<file path="config.mk">
export PLATFORM = sky130hd
export DESIGN_NAME = kbd_disp_port
export DESIGN_NICKNAME = d
export VERILOG_FILES = /design/src/rtl/kdp_pkg.sv /design/src/rtl/kdp_decode.sv /design/src/rtl/kdp_rx_chan.sv /design/src/rtl/kdp_tx_chan.sv /design/src/rtl/kbd_disp_port.sv
export SDC_FILE = /design/constraint.sdc
export NUM_CORES = 1
export LEC_CHECK = 0
export BUFFER_PORTS_ARGS = -buffer_cell sky130_fd_sc_hd__buf_2
export CORE_MARGIN = 2
export CORE_UTILIZATION = 42
export CTS_BUF_LIST = sky130_fd_sc_hd__clkbuf_8
export CTS_CLUSTER_SIZE = 30
export DETAILED_ROUTE_END_ITERATION = 7
export PLACE_DENSITY = 0.87
export SLEW_MARGIN = 20
export SYNTH_ARGS = -nofsm -noshare
export SYNTH_HDL_FRONTEND = slang
export SYNTH_SLANG_ARGS = --single-unit
</file>
<file path="constraint.sdc">
create_clock -name clk -period 1.7 [get_ports clk]
set_clock_uncertainty 0.05 [all_clocks]
set_input_delay 0.34 -clock clk [delete_from_list [all_inputs] [get_ports clk]]
set_output_delay 0.34 -clock clk [all_outputs]
set_load 0.05 [all_outputs]
</file>
<file path="src/rtl/kdp_pkg.sv">
// Package: shared register indices and status/control bit positions for the
// keyboard/display port. Assumes an 8-bit or wider data path.
package kdp_pkg;
    localparam int REG_IDX_W = 2;
    localparam int NUM_REGS  = 1 << REG_IDX_W;

    typedef enum logic [REG_IDX_W-1:0] {
        REG_RXBUF = 2'd0,
        REG_TXBUF = 2'd1,
        REG_STAT  = 2'd2,
        REG_CTRL  = 2'd3
    } kdp_reg_e;

    localparam int ST_RX_RDY = 0;
    localparam int ST_TX_RDY = 1;
    localparam int ST_OVR    = 2;
    localparam int ST_RX_IRQ = 6;
    localparam int ST_TX_IRQ = 7;

    localparam int CT_RX_IE  = 0;
    localparam int CT_TX_IE  = 1;
    localparam int CT_BITS   = 2;
endpackage

</file>
<file path="src/rtl/kdp_decode.sv">
// Address decoder: compares the upper address bits with the window base and
// produces one read select and one write select per register.
// Assumes BASE_ADDR is aligned to the window size.
module kdp_decode
    import kdp_pkg::*;
#(
    parameter int                ADDR_W    = 16,
    parameter logic [ADDR_W-1:0] BASE_ADDR = 16'hFF00
) (
    input  logic [ADDR_W-1:0]   addr,
    input  logic                rd,
    input  logic                wr,
    output logic                hit,
    output logic [NUM_REGS-1:0] rd_sel,
    output logic [NUM_REGS-1:0] wr_sel
);
    localparam int TAG_W = ADDR_W - REG_IDX_W;

    // Window hit: upper address bits match the base.
    assign hit = (addr[ADDR_W-1:REG_IDX_W] == BASE_ADDR[ADDR_W-1:REG_IDX_W]);

    // One select pair per register offset.
    for (genvar i = 0; i < NUM_REGS; i++) begin : g_sel
        assign rd_sel[i] = hit && rd && (addr[REG_IDX_W-1:0] == REG_IDX_W'(i));
        assign wr_sel[i] = hit && wr && (addr[REG_IDX_W-1:0] == REG_IDX_W'(i));
    end

    logic unused_tag_w;
    assign unused_tag_w = (TAG_W > 0);
endmodule

</file>
<file path="src/rtl/kdp_rx_chan.sv">
// Receive channel: holds the last keyboard character, its ready flag and the
// sticky overrun flag. Assumes kbd_valid is a one-cycle pulse per character.
module kdp_rx_chan #(
    parameter int DATA_W = 8
) (
    input  logic              clk,
    input  logic              rst_n,
    input  logic              kbd_valid,
    input  logic [DATA_W-1:0] kbd_char,
    input  logic              take,
    input  logic              ovr_clr,
    output logic [DATA_W-1:0] data,
    output logic              ready,
    output logic              overrun
);
    // Capture each delivered character.
    always_ff @(posedge clk) begin
        if (!rst_n)         data <= '0;
        else if (kbd_valid) data <= kbd_char;
    end

    // Ready flag: a new character sets it, a buffer read clears it; arrival wins.
    always_ff @(posedge clk) begin
        if (!rst_n)         ready <= 1'b0;
        else if (kbd_valid) ready <= 1'b1;
        else if (take)      ready <= 1'b0;
    end

    // Sticky overrun: set on an unread overwrite, cleared by a status read; set wins.
    always_ff @(posedge clk) begin
        if (!rst_n)                              overrun <= 1'b0;
        else if (kbd_valid && ready && !take)    overrun <= 1'b1;
        else if (ovr_clr)                        overrun <= 1'b0;
    end


    rx_take_clears_chk: assert property (@(posedge clk) disable iff (!rst_n)
        (take && !kbd_valid) |=> !ready);


    rx_overrun_sets_chk: assert property (@(posedge clk) disable iff (!rst_n)
        (kbd_valid && ready && !take) |=> (overrun && data == $past(kbd_char)));


    rx_overrun_sticky_chk: assert property (@(posedge clk) disable iff (!rst_n)
        (overrun && !ovr_clr) |=> overrun);
endmodule

</file>
<file path="src/rtl/kdp_tx_chan.sv">
// Transmit channel: holds the character for the display, issues a one-cycle
// load pulse and tracks whether the display can take another character.
// Assumes disp_done is a one-cycle pulse.
module kdp_tx_chan #(
    parameter int DATA_W = 8
) (
    input  logic              clk,
    input  logic              rst_n,
    input  logic              load_req,
    input  logic [DATA_W-1:0] wdata,
    input  logic              disp_done,
    output logic [DATA_W-1:0] disp_char,
    output logic              disp_load,
    output logic              ready
);
    // Hold the character most recently written for the display.
    always_ff @(posedge clk) begin
        if (!rst_n)        disp_char <= '0;
        else if (load_req) disp_char <= wdata;
    end

    // Load strobe follows a buffer write by one register stage.
    always_ff @(posedge clk) begin
        if (!rst_n) disp_load <= 1'b0;
        else        disp_load <= load_req;
    end

    // Ready flag: idle after reset, cleared by a write, set by completion; write wins.
    always_ff @(posedge clk) begin
        if (!rst_n)         ready <= 1'b1;
        else if (load_req)  ready <= 1'b0;
        else if (disp_done) ready <= 1'b1;
    end


    tx_load_pulse_chk: assert property (@(posedge clk) disable iff (!rst_n)
        load_req |=> (disp_load && !ready && disp_char == $past(wdata)));


    tx_done_sets_chk: assert property (@(posedge clk) disable iff (!rst_n)
        (disp_done && !load_req) |=> ready);
endmodule

</file>
<file path="src/rtl/kbd_disp_port.sv">
// Top: memory-mapped keyboard/display port. Decodes a four-register window,
// returns read data combinationally in the access cycle, applies side effects
// at the clock edge, and forms the enabled interrupt request.
// Assumes DATA_W >= 8, one-cycle strobes, and never rd and wr together.
module kbd_disp_port
    import kdp_pkg::*;
#(
    parameter int                ADDR_W    = 16,
    parameter int                DATA_W    = 8,
    parameter logic [ADDR_W-1:0] BASE_ADDR = 16'hFF00
) (
    input  logic              clk,
    input  logic              rst_n,
    input  logic [ADDR_W-1:0] bus_addr,
    input  logic [DATA_W-1:0] bus_wdata,
    input  logic              bus_rd,
    input  logic              bus_wr,
    output logic [DATA_W-1:0] bus_rdata,
    output logic              bus_sel,
    input  logic              kbd_valid,
    input  logic [DATA_W-1:0] kbd_char,
    output logic [DATA_W-1:0] disp_char,
    output logic              disp_load,
    input  logic              disp_done,
    output logic              irq
);
    logic [NUM_REGS-1:0] rd_sel;
    logic [NUM_REGS-1:0] wr_sel;
    logic [DATA_W-1:0]   rx_data;
    logic                rx_ready;
    logic                rx_ovr;
    logic                tx_ready;
    logic [CT_BITS-1:0]  ctrl_q;
    logic [DATA_W-1:0]   status_w;
    logic [DATA_W-1:0]   ctrl_w;
    logic                rx_irq;
    logic                tx_irq;

    kdp_decode #(
        .ADDR_W    (ADDR_W),
        .BASE_ADDR (BASE_ADDR)
    ) u_decode (
        .addr   (bus_addr),
        .rd     (bus_rd),
        .wr     (bus_wr),
        .hit    (bus_sel),
        .rd_sel (rd_sel),
        .wr_sel (wr_sel)
    );

    kdp_rx_chan #(.DATA_W(DATA_W)) u_rx (
        .clk       (clk),
        .rst_n     (rst_n),
        .kbd_valid (kbd_valid),
        .kbd_char  (kbd_char),
        .take      (rd_sel[REG_RXBUF]),
        .ovr_clr   (rd_sel[REG_STAT]),
        .data      (rx_data),
        .ready     (rx_ready),
        .overrun   (rx_ovr)
    );

    kdp_tx_chan #(.DATA_W(DATA_W)) u_tx (
        .clk       (clk),
        .rst_n     (rst_n),
        .load_req  (wr_sel[REG_TXBUF]),
        .wdata     (bus_wdata),
        .disp_done (disp_done),
        .disp_char (disp_char),
        .disp_load (disp_load),
        .ready     (tx_ready)
    );

    // Control register: interrupt enables, written only at its own offset.
    always_ff @(posedge clk) begin
        if (!rst_n)                ctrl_q <= '0;
        else if (wr_sel[REG_CTRL]) ctrl_q <= bus_wdata[CT_BITS-1:0];
    end

    // Gated per-device requests.
    always_comb begin
        rx_irq = rx_ready & ctrl_q[CT_RX_IE];
        tx_irq = tx_ready & ctrl_q[CT_TX_IE];
    end

    // Assemble status and control read images; unused bits are zero.
    always_comb begin
        status_w            = '0;
        status_w[ST_RX_RDY] = rx_ready;
        status_w[ST_TX_RDY] = tx_ready;
        status_w[ST_OVR]    = rx_ovr;
        status_w[ST_RX_IRQ] = rx_irq;
        status_w[ST_TX_IRQ] = tx_irq;
        ctrl_w              = '0;
        ctrl_w[CT_BITS-1:0] = ctrl_q;
    end

    // Read data mux: zero unless a read hits the window.
    always_comb begin
        bus_rdata = '0;
        if (bus_sel && bus_rd) begin
            case (kdp_reg_e'(bus_addr[REG_IDX_W-1:0]))
                REG_RXBUF: bus_rdata = rx_data;
                REG_TXBUF: bus_rdata = disp_char;
                REG_STAT:  bus_rdata = status_w;
                REG_CTRL:  bus_rdata = ctrl_w;
                default:   bus_rdata = '0;
            endcase
        end
    end

    // Combined interrupt output.
    assign irq = rx_irq | tx_irq;


    outside_window_quiet_chk: assert property (@(posedge clk) disable iff (!rst_n)
        (bus_rd && !bus_sel) |-> (bus_rdata == '0));


    ctrl_hold_chk: assert property (@(posedge clk) disable iff (!rst_n)
        !wr_sel[REG_CTRL] |=> $stable(ctrl_q));


    rxbuf_write_ignored_chk: assert property (@(posedge clk) disable iff (!rst_n)
        (bus_wr && !kbd_valid) |=> $stable(rx_data));
endmodule

</file>
* Word-level counts from Yosys, hierarchy flattened
Cells that the tools add are included.
** Operators by class
- Eq/ne operators :: 4
- Reductions and logical operators :: 13
- Multiplexer cells :: 8
- Bitwise operators :: 3
** Operator list (count)
- $pmux 8 s4 :: 1
- $eq 14x14->1 const B :: 1
- $logic_and 1x1->1 :: 8
- $mux 8 :: 1
- $mux 1 :: 6
- $reduce_bool 2->1 :: 3
- $eq 2x2->1 const B :: 2
- $and 1x1->1 :: 2
- $eq 2x1->1 const B :: 1
- $logic_not 2->1 :: 1
- $logic_not 1->1 :: 1
- $or 1x1->1 :: 1
** Storage, ports and cells
- Register bits after elaboration :: 22
- Input bits :: 38
- Logic and storage cells :: 35
- Output and inout port bits :: 19

* Depth between registers and ports, before layout
Gate-level depths: netlist (run 1).
- Word-level depth :: 6
- Gate-level depth with buffers :: 5
- Depth with buffers taken out :: 4

* By module
Synthesis (run 1) repeated with hierarchy kept, for this count alone.
** Unflattened totals
- Cells, all modules :: 116
- Area, all modules :: 1152.4 um^2
** By module, submodules not included
- kdp_rx_chan :: cells each 32, area each 376.6 um^2, sequential area each 200.2 um^2, times used 1
- kdp_tx_chan :: cells each 30, area each 357.8 um^2, sequential area each 200.2 um^2, times used 1
- kbd_disp_port :: cells each 33, area each 289.0 um^2, sequential area each 40.0 um^2, times used 1
- kdp_decode :: cells each 21, area each 128.9 um^2, sequential area each 0.0 um^2, times used 1

* Least setup slack after synthesis (run 1)
OpenSTA, ideal clock, no wires.
- Path kind :: input to output
- Start point :: in bus_addr[3]
- End point :: out bus_rdata[3]
- Cell stages on the path :: 4
- Data arrival time :: 2015 ps
- Slack :: -705 ps
- Cell sequence :: or4_4 nor4_4 nand2b_1 nor2_1
** Between the ends
- Cells in the longest elaborated chain, start to end :: 3
** RTL lines
- start: declaration :: line kbd_disp_port.sv:14 : input logic [ADDR_W-1:0] bus_addr,
- $eq 14x14->1 :: line kdp_decode.sv:20 : assign hit = (addr[ADDR_W-1:REG_IDX_W] == BASE_ADDR[ADDR_W-1:REG_IDX_W]);
- $logic_and 1x1->1 :: line kbd_disp_port.sv:101 : if (bus_sel && bus_rd) begin
- $mux 8 :: line kbd_disp_port.sv:101
- end: declaration :: line kbd_disp_port.sv:18 : output logic [DATA_W-1:0] bus_rdata,
Every way passes these cells.

* Final worst setup path (run 1)
- Start point :: in bus_addr[3]
- End point :: out bus_rdata[0]
The elaborated chain is that of the path after synthesis.

==> results of run 1 <==
[routing by layer]
layer	vias up	wire length (microns)	GRT usage
met5	-	0	0
met1	520	1180	0.244
met3	7	230	0.0535
met4	0	62	0.0918
met2	51	1600	0.361
li1	545	-	-
[sequential cells by signal, indices dropped and copies added, names as in the netlist]
| register | flops |
|---|---|
| u_tx.disp_load | 1 |
| u_rx.data | 8 |
| u_tx.disp_char | 8 |
| u_rx.overrun | 1 |
| u_tx.ready | 1 |
| u_rx.ready | 1 |
| ctrl_q | 2 |
[placed cells by master (no fill, tap or decap)]
cell type	synthesis	final
nand2_1	21	21
and2_4	0	6
inv_1	1	1
nor2_1	4	1
nor3_1	1	1
mux4_2	2	2
o31a_1	1	1
nor2_2	0	1
dfxtp_1	22	22
o22ai_1	3	3
or4_4	1	1
buf_8	0	5
o21a_1	1	1
buf_2	1	45
and4_4	0	1
buf_4	0	11
nand4_1	1	1
nor2b_1	8	8
buf_6	0	9
nand2b_4	0	1
and4b_4	1	1
mux2i_1	24	24
o21ai_0	2	2
a21oi_1	2	2
nor2_4	0	2
and3b_1	1	1
nand3b_1	1	1
clkbuf_8	0	4
nor4_4	2	2
buf_12	1	2
nand2b_1	3	2
nand4b_1	1	1
[Yosys cell counts (all sizes together)]
cell and count:
a21oi 2, and2 6, and3b 1, and4 1, and4b 1, buf 3, clkbuf 4, dfxtp 22
inv 1, mux2i 24, mux4 2, nand2 21, nand2b 3, nand3b 1, nand4 1, nand4b 1
nor2 4, nor2b 8, nor3 1, nor4 2, o21a 1, o21ai 2, o22ai 3, o31a 1
or4 1
[cell type report]
cell class,instances,area (sq um)
fill,223,766
multi-input combinational,87,696
timing repair buffer,72,524
sequential,22,440
clock buffer,4,55.1
tap,30,37.5
inverter,1,3.75
[path summary, 6_finish.rpt]
kind                                       start                              to  slack, ns  depth (start not counted)
setup / recovery                     bus_addr[3]                    bus_rdata[0]      -0.45                          7
hold / removal                      bus_wdata[3]  u_tx.disp_char[3]$_SDFFE_PN0P_       0.26                          3
setup reg to reg         u_rx.ready$_SDFFE_PN0P_       u_rx.overrun$_SDFFE_PN0P_       0.72                          4
hold reg to reg   u_tx.disp_char[6]$_SDFFE_PN0P_  u_tx.disp_char[6]$_SDFFE_PN0P_       0.43                          2
[per-stage QoR]
stage                     hold WS, ns  setup TNS, ns  instances
after detailed placement        0.416          -9.66        204
final                           0.255          -7.15        216
after floorplan                 0.395          -9.15        117
after global placement          0.407          -8.69        204
after global routing            0.276          -8.14        216
after CTS                       0.254          -6.29        214
[power by group through the flow]
stage | Sequential, mW | Combinational, mW | Clock (mW)
floorplan | 0.548 | 0.0718 | 0
global placement | 0.548 | 0.132 | 0
detailed placement | 0.550 | 0.137 | 0
CTS | 0.538 | 0.141 | 0.386
global route | 0.539 | 0.162 | 0.416
finish | 0.538 | 0.145 | 0.385
[worst min-delay path: stages]
cell and delay, ns:
buf_2 0.09, nand2_1 0.05, mux2i_1 0.05
[kinds of logic after synthesis]
| family | Yosys count |
|---|---|
| mux | 26 |
| compound gates | 9 |
| simple gates | 52 |
| flops | 22 |
| buf+inv | 8 |
[timing repair]
action | 4_1_cts | 5_1_grt
hold buffers | 0 | 0
gates cloned | 0 | 0
resized for setup | 31 | 8
buffers inserted | 6 | 3
endpoints found under the setup margin | 20 | 21
pin swaps | 7 | 2
==> summary.txt, run 1 <==
Placed design
  – DP Worst Slack: -0.680 ns
  – Gpl congestion: 0.834
  – Port Buffer Count: 56
  – Hpwl dp: 2170 microns
  – Area after DPL: 0.00149 sq mm

Power
  – PwrDens: 608 mW/mm^2
  – Worst vdd ir: 0.700 mV
  – LEAKAGE: 0.818 nW
  – Switching Power: 0.251 mW
  – Reg power frac: 0.504
  – Clock share of power: 0.360
  – Comb power frac: 0.136
  – Sw Ratio: 0.235
  – Internal Power: 0.817 mW
  – Final Power: 1.07 mW

Clock tree
  – TritonCTS buffer count: 3
  – Clock Tree Root: clkbuf_8
  – Htree depth: 1
  – Skew-Pair Late Insertion Delay: 0.26 ns
  – Sink Count: 22
  – CTS tree: done
  – Clock transition at the registers of the reported paths: 0.08 ns
  – CTS Buffer Depth: 2

Timing
  – Final Critical Period: 2.15 ns
  – RSZ-0062 raised after global routing: true
  – Fin. max-slew vios: 0
  – Setup violators final: 21
  – Final Hold Viols: 0
  – Max_slew headroom: 0.702
  – Tcrit/Tclk final: 1.26
  – Fmax: 465 MHz
  – Slew @ Worst Pin: 0.447 ns
  – Setup slack after layout: -0.450 ns

Yosys
  – XOR/XNOR share of the synthesized area: 0
  – Cell count after synthesis: 117
  – Post-synthesis mux area share: 0.250
  – Count of warnings emitted by yosys: 0
  – Avg Cell Area, Syn: 9.75 sq um
  – Mapped Area: 0.00114 sq mm
  – Post-Syn Nets: 155
  – Post-synthesis compound-gate area fraction: 0.0482
  – Largest family of logic cells by synthesized area: simple AND/OR/NAND/NOR gates
  – Post-synthesis sequential area ratio: 0.386
  – Netlist cell types: 27
  – Top cell type's share of synthesized area: 0.386
  – Post-Synth Simple-Gate Area: 0.274
  – Synth area leader: dfxtp_1
  – Adder-cell share of the synthesized area: 0
  – FF+latch count, synth: 22
  – Largest cells by area after synthesis: dfxtp_1 39%, mux2i_1 21%, nand2_1 6.9%, nor2b_1 4.4%, mux4_2 3.9%

Setup path
  – Worst path slowest cell: or4_4
  – Endpoint class of the critical path: output port
  – CP Launch Type: primary input
  – Critical path class: primary input to output port
  – Buf/Inv on CP: 4
  – Max stage delay on crit path: 0.55 ns
  – CP cell instances: buf_6 -> or4_4 -> nor4_4 -> buf_4 -> buf_6 -> and2_4 -> buf_8
  – Crit Path Max Fanout: 4
  – CP arrival: 1.76 ns
  – Worst path top cell family by delay: simple AND/OR/NAND/NOR gates
  – Critical Path RT: 1.31 ns
  – Worst path most repeated cell: buf_6

Layout
  – Antenna diodes: 0
  – Area Growth Syn to Fin: 53.9%
  – Nets: 225
  – Final core occ: 0.696
  – Post-route cell area: 0.00176 sq mm
  – Share of cells above drive strength 1: 0.500

GRT
  – Largest net degree at the start of global routing: 31
  – Global-route wire length before repair: 5260 microns
  – Gr ovfl total: 0
  – Number of global-route vias before repair: 1193
  – Total Routing Usage GR: 0.210
  – Initial antenna violation count: 0

Routing
  – Final WL: 3080 microns
  – Vias/cell: 5.20
  – Initial DRT Pass Iterations: 4
  – Vias: 1123
  – ANT nets after route: 0
  – 1st-iter DRT viols: 17
  – Routed length per instance: 14.2 microns
  – DRC viols: 0

Die
  – Boundary Pins: 57
  – Die Wd: 56.1 microns
  – Die area: 0.00315 sq mm
  – FP Rows: 18
  – Core Area: 0.00252 sq mm
  – Initial core utilization: 0.452
  – DIE HEIGHT: 56.1 microns

Run status
  – Status: finished with violations
  – Violated checks: setup timing

Min path
  – Min-Delay Path Class: primary input to flop

Job
  – MaxCap Viol Count: 0
Power figures use the tool's default switching activity.
==> run 2, diff against run 1 <==
--- a/config.mk
+++ b/config.mk
@@ -12,6 +12,7 @@
 export CTS_CLUSTER_SIZE = 30
 export DETAILED_ROUTE_END_ITERATION = 7
 export PLACE_DENSITY = 0.87
+export RECOVER_POWER = 50
 export SLEW_MARGIN = 20
 export SYNTH_ARGS = -nofsm -noshare
 export SYNTH_HDL_FRONTEND = slang
==> summary.txt, run 2 (same netlist as run 1, synthesis figures left out) <==
Timing
  – Hold Slack: 0.256 ns
  – RSZ-0062 raised after global routing: true
  – Tcrit/Tclk final: 1.26
  – Slew @ Worst Pin: 0.770 ns
  – Post-Route Setup TNS: -7.15 ns
  – Fin. max-slew vios: 0
  – Max_slew headroom: 0.487
  – Fmax: 465 MHz
  – Setup violators final: 21
  – Final Critical Period: 2.15 ns
  – Setup slack after layout: -0.449 ns
  – Final Hold Viols: 0

Routing
  – ANT nets after route: 0
  – Vias: 1119
  – Initial DRT Pass Iterations: 4
  – Routed length per instance: 14.2 microns
  – Vias/cell: 5.18
  – Final WL: 3070 microns
  – DRC viols: 0
  – 1st-iter DRT viols: 17

Min path
  – Hold Path Origin: bus_wdata[3]
  – Min-Delay Path Class: primary input to flop

Power
  – Worst vdd ir: 0.700 mV
  – Final Power: 1.07 mW
  – PwrDens: 609 mW/mm^2
  – LEAKAGE: 0.806 nW

Clock tree
  – Post-CTS Hold Buffers: 0
  – CTS tree: done
  – TritonCTS buffer count: 3
  – Clock transition at the registers of the reported paths: 0.08 ns
  – Htree depth: 1
  – Sink Count: 22
  – Clock Tree Root: clkbuf_8
  – CTS Buffer Depth: 2
  – Skew-Pair Late Insertion Delay: 0.26 ns

GRT
  – GR peak layer: met2
  – Gr ovfl total: 0
  – Met2 Resource Use GR: 0.361
  – Initial antenna violation count: 0
  – Grt met3 use: 0.0535
  – Global-route wire length before repair: 5260 microns
  – Number of global-route vias before repair: 1193
  – M1 GR Usage: 0.244
  – Total Routing Usage GR: 0.210
  – Largest net degree at the start of global routing: 31

Die
  – FP Rows: 18
  – DIE HEIGHT: 56.1 microns
  – Core Area: 0.00252 sq mm
  – Die Wd: 56.1 microns
  – Initial core utilization: 0.452
  – Boundary Pins: 57
  – Die area: 0.00315 sq mm

Placed design
  – Gpl congestion: 0.834
  – Port Buffer Count: 56
  – Hpwl dp: 2170 microns
  – DP Worst Slack: -0.680 ns

Setup path
  – Crit Path Max Fanout: 4
  – CP arrival: 1.76 ns
  – CP Launch Type: primary input
  – Critical path class: primary input to output port
  – Critical Path RT: 1.31 ns
  – Endpoint class of the critical path: output port
  – R2r startpoint: u_rx.ready$_SDFFE_PN0P_
  – Worst setup path start: bus_addr[3]

Layout
  – Nets: 225
  – Antenna diodes: 0
  – Largest regs: u_rx.data x8, u_tx.disp_char x8, ctrl_q x2
  – Commonest non-fill, non-tap cell in the layout: buf_2
  – Area Growth Syn to Fin: 53.6%
  – Commonest non-fill, non-tap cells in the layout: 42 x buf_2, 24 x mux2i_1, 22 x dfxtp_1, 21 x nand2_1, 11 x buf_4
  – Share of cells above drive strength 1: 0.484

Run status
  – Status: finished with violations
  – Violated checks: setup timing

Job
  – MaxCap Viol Count: 0
-- run 2: cell types whose count changed in the layout (fill, tap and decap cells not counted), sizes merged --
cell	delta
buf	-3
clkbuf	+3
-- run 2: timing repair --
action | CTS | global route
gates cloned | 0 | 0
pin swaps | 7 | 2
endpoints found under the hold margin | 0 | 0
resized for setup | 31 | 8
buffers inserted | 6 | 3
setup endpoints to repair | 20 | 21
-- run 2: routing by layer --
| layer | share of wire | vias to the layer above |
|---|---|---|
| li1 | - | 544 |
| met1 | 0.38 | 515 |
| met2 | 0.52 | 53 |
| met3 | 0.078 | 7 |
| met4 | 0.020 | 0 |
| met5 | 0 | - |
-- run 2: final timing paths --
check / endpoint / slack, ns / cells after the start
max reg2reg: u_rx.overrun$_SDFFE_PN0P_ / 0.72 / 4
min: u_tx.disp_char[3]$_SDFFE_PN0P_ / 0.26 / 3
min reg2reg: u_tx.disp_char[6]$_SDFFE_PN0P_ / 0.43 / 2
max: bus_rdata[0] / -0.45 / 7
-- run 2: area by class of cell --
type | count | area [sq um]
Tap cell | 30 | 37.5
Timing Repair Buffer | 72 | 520
Inverter | 1 | 3.75
Clock buffer | 4 | 55.1
Sequential cell | 22 | 440
Fill cell | 224 | 769
Multi-Input combinational cell | 87 | 696
-- run 2: where the power goes --
group          switching (mW)  total, mW  internal (mW)  leakage, nW
clock network           0.177      0.384          0.207       0.0288
registers             0.00840      0.538          0.529        0.179
logic                  0.0644      0.145         0.0806        0.598
total                   0.250       1.07          0.817        0.806
-- run 2: through the flow --
step / utilization / area [sq um] / instances
2_1_floorplan: - / 1150 / 117
3_3_place_gp: 0.590 / 1490 / 204
3_5_place_dp: 0.590 / 1490 / 204
4_1_cts: 0.677 / 1710 / 214
5_1_grt: 0.695 / 1750 / 216
6_report: 0.695 / 1750 / 216
-- run 2: worst max-delay path, cell delays in order --
cell    delay, ns
buf_6        0.09
or4_4        0.55
nor4_4       0.21
buf_4        0.19
buf_6        0.11
and2_4       0.14
buf_8        0.14
==> run 3, diff against run 2 <==
--- a/config.mk
+++ b/config.mk
@@ -6,12 +6,13 @@
 export NUM_CORES = 1
 export LEC_CHECK = 0
 export BUFFER_PORTS_ARGS = -buffer_cell sky130_fd_sc_hd__buf_2
+export CORE_ASPECT_RATIO = 1.5
 export CORE_MARGIN = 2
-export CORE_UTILIZATION = 42
+export CORE_UTILIZATION = 47
 export CTS_BUF_LIST = sky130_fd_sc_hd__clkbuf_8
 export CTS_CLUSTER_SIZE = 30
 export DETAILED_ROUTE_END_ITERATION = 7
-export PLACE_DENSITY = 0.87
+export PLACE_DENSITY = 0.92
 export RECOVER_POWER = 50
 export SLEW_MARGIN = 20
 export SYNTH_ARGS = -nofsm -noshare
==> constraint.sdc (replaced) <==
create_clock -name clk -period 2.2 [get_ports clk]
set_clock_uncertainty 0.05 [all_clocks]
set_input_delay 0.44 -clock clk [delete_from_list [all_inputs] [get_ports clk]]
set_output_delay 0.44 -clock clk [all_outputs]
set_load 0.05 [all_outputs]
==> summary.txt, run 3 (same netlist as run 1, synthesis figures left out) <==
Setup path
  – CP cell instances: buf_6 -> or4_4 -> nor4_4 -> buf_4 -> nand2b_4 -> nor2_4 -> buf_8
  – CP arrival: 1.81 ns
  – Crit Path Max Fanout: 7
  – Worst path top cell family by delay: simple AND/OR/NAND/NOR gates
  – Buf/Inv on CP: 3
  – Max stage delay on crit path: 0.54 ns
  – Endpoint class of the critical path: output port
  – Worst path slowest cell: or4_4
  – Critical Path RT: 1.71 ns
  – CP Launch Type: primary input
  – Critical path class: primary input to output port

Power
  – Sw Ratio: 0.225
  – Worst vdd ir: 0.471 mV
  – Clock share of power: 0.355
  – Reg power frac: 0.517
  – Comb power frac: 0.127
  – Switching Power: 0.182 mW
  – Internal Power: 0.625 mW
  – PwrDens: 502 mW/mm^2
  – LEAKAGE: 0.715 nW

Routing
  – Vias: 1081
  – Vias/cell: 5.43
  – Routed length per instance: 14.8 microns
  – 1st-iter DRT viols: 15
  – ANT nets after route: 0
  – Final WL: 2950 microns
  – DRC viols: 0
  – Initial DRT Pass Iterations: 4

Placed design
  – Gpl congestion: 0.705
  – Port Buffer Count: 56
  – Hpwl dp: 2150 microns
  – Area after DPL: 0.00148 sq mm

Clock tree
  – CTS Buffer Depth: 2
  – TritonCTS buffer count: 3
  – CTS tree: done
  – Htree depth: 1
  – Clock transition at the registers of the reported paths: 0.07 ns
  – Sink Count: 22
  – Skew-Pair Late Insertion Delay: 0.26 ns
  – Clock Tree Root: clkbuf_8
  – Post-CTS Hold Buffers: 0

Die
  – FP Rows: 21
  – Core Area: 0.00226 sq mm
  – Die area: 0.00285 sq mm
  – Boundary Pins: 57
  – Initial core utilization: 0.505
  – Die Wd: 44.2 microns
  – DIE HEIGHT: 64.3 microns

Timing
  – Final Critical Period: 2.30 ns
  – Setup slack after layout: -0.102 ns
  – RSZ-0062 raised after global routing: true
  – Tcrit/Tclk final: 1.05
  – Final Hold Viols: 0
  – Fmax: 434 MHz
  – Max_slew headroom: 0.500
  – Post-Route Setup TNS: -0.481 ns
  – Slew @ Worst Pin: 0.750 ns
  – Fin. max-slew vios: 0
  – Setup violators final: 9

GRT
  – Gr ovfl total: 0
  – M1 GR Usage: 0.212
  – Initial antenna violation count: 0
  – Total Routing Usage GR: 0.221
  – Largest net degree at the start of global routing: 31
  – Global-route wire length before repair: 4660 microns
  – GR peak layer: met2
  – Met2 Resource Use GR: 0.438
  – Number of global-route vias before repair: 1093
  – Grt met3 use: 0.0367

Layout
  – Nets: 215
  – Share of cells above drive strength 1: 0.415
  – Filler instances: 186
  – Post-route cell area: 0.00161 sq mm
  – Commonest non-fill, non-tap cells in the layout: 38 x buf_2, 24 x mux2i_1, 22 x dfxtp_1, 21 x nand2_1
  – Multi-input logic area: 691 sq um
  – Antenna diodes: 0
  – Commonest non-fill, non-tap cell in the layout: buf_2
  – FF+latch area: 440 sq um
  – Area Growth Syn to Fin: 40.9%
  – Largest regs: u_rx.data x8, u_tx.disp_char x8, ctrl_q x2

Run status
  – Status: finished with violations
  – Violated checks: setup timing

Min path
  – Min-Delay Path Class: primary input to flop

Job
  – MaxCap Viol Count: 0
-- run 3: cell types whose count changed in the layout (fill, tap and decap cells not counted), sizes merged --
cell	previous run	this run
clkbuf	7	12
buf	69	54
-- run 3: metrics by stage --
step	power, mW	cells	worst slack (ns)	hold slack (ns)	util
3_5_place_dp	0.527	194	-0.258	0.418	0.656
5_1_grt	0.834	199	-0.142	0.371	0.712
4_1_cts	0.809	198	-0.0858	0.366	0.708
3_3_place_gp	0.521	194	-0.193	0.406	0.656
6_report	0.807	199	-0.102	0.367	0.712
2_1_floorplan	0.480	117	-0.135	0.395	-
-- run 3: power by group through the flow --
stage / sequential [mW] / combinational [mW] / clock [mW]
6_report: 0.417 / 0.103 / 0.287
5_1_grt: 0.418 / 0.112 / 0.304
4_1_cts: 0.417 / 0.103 / 0.289
3_5_place_dp: 0.426 / 0.100 / 0
3_3_place_gp: 0.425 / 0.0958 / 0
2_1_floorplan: 0.423 / 0.0569 / 0
-- run 3: tightest hold or removal path: stages --
cell     delay (ns)
buf_2          0.09
nand2_1        0.04
mux2i_1        0.05
-- run 3: final timing paths --
path                                    endpoint                    start  slack, ns  cells past startpoint
hold reg to reg           ctrl_q[1]$_SDFFE_PN0P_   ctrl_q[1]$_SDFFE_PN0P_       0.42                      2
setup reg to reg       u_rx.overrun$_SDFFE_PN0P_  u_rx.ready$_SDFFE_PN0P_       1.27                      3
hold / removal    u_tx.disp_char[3]$_SDFFE_PN0P_             bus_wdata[3]       0.37                      3
setup / recovery                    bus_rdata[3]              bus_addr[3]      -0.10                      7
-- run 3: metal layers --
layer  routed length (microns)  vias to the layer above
met5                         0                        -
met3                       233                        4
met1                      1040                      502
li1                          -                      523
met2                      1640                       52
met4                        33                        0
-- run 3: area by class of cell --
class	instances	share of cell area
multi-input cells	87	0.430
flip-flops and latches	22	0.274
repair buffers	62	0.242
clock buffers	4	0.0342
well taps	23	0.0179
inverters	1	0.00233
-- run 3: repair_timing --
action                     CTS  global route
pin swaps                    1             1
buffers inserted             0             1
resized for setup           19             3
hold endpoints to repair     0             0
setup endpoints to repair    9             9
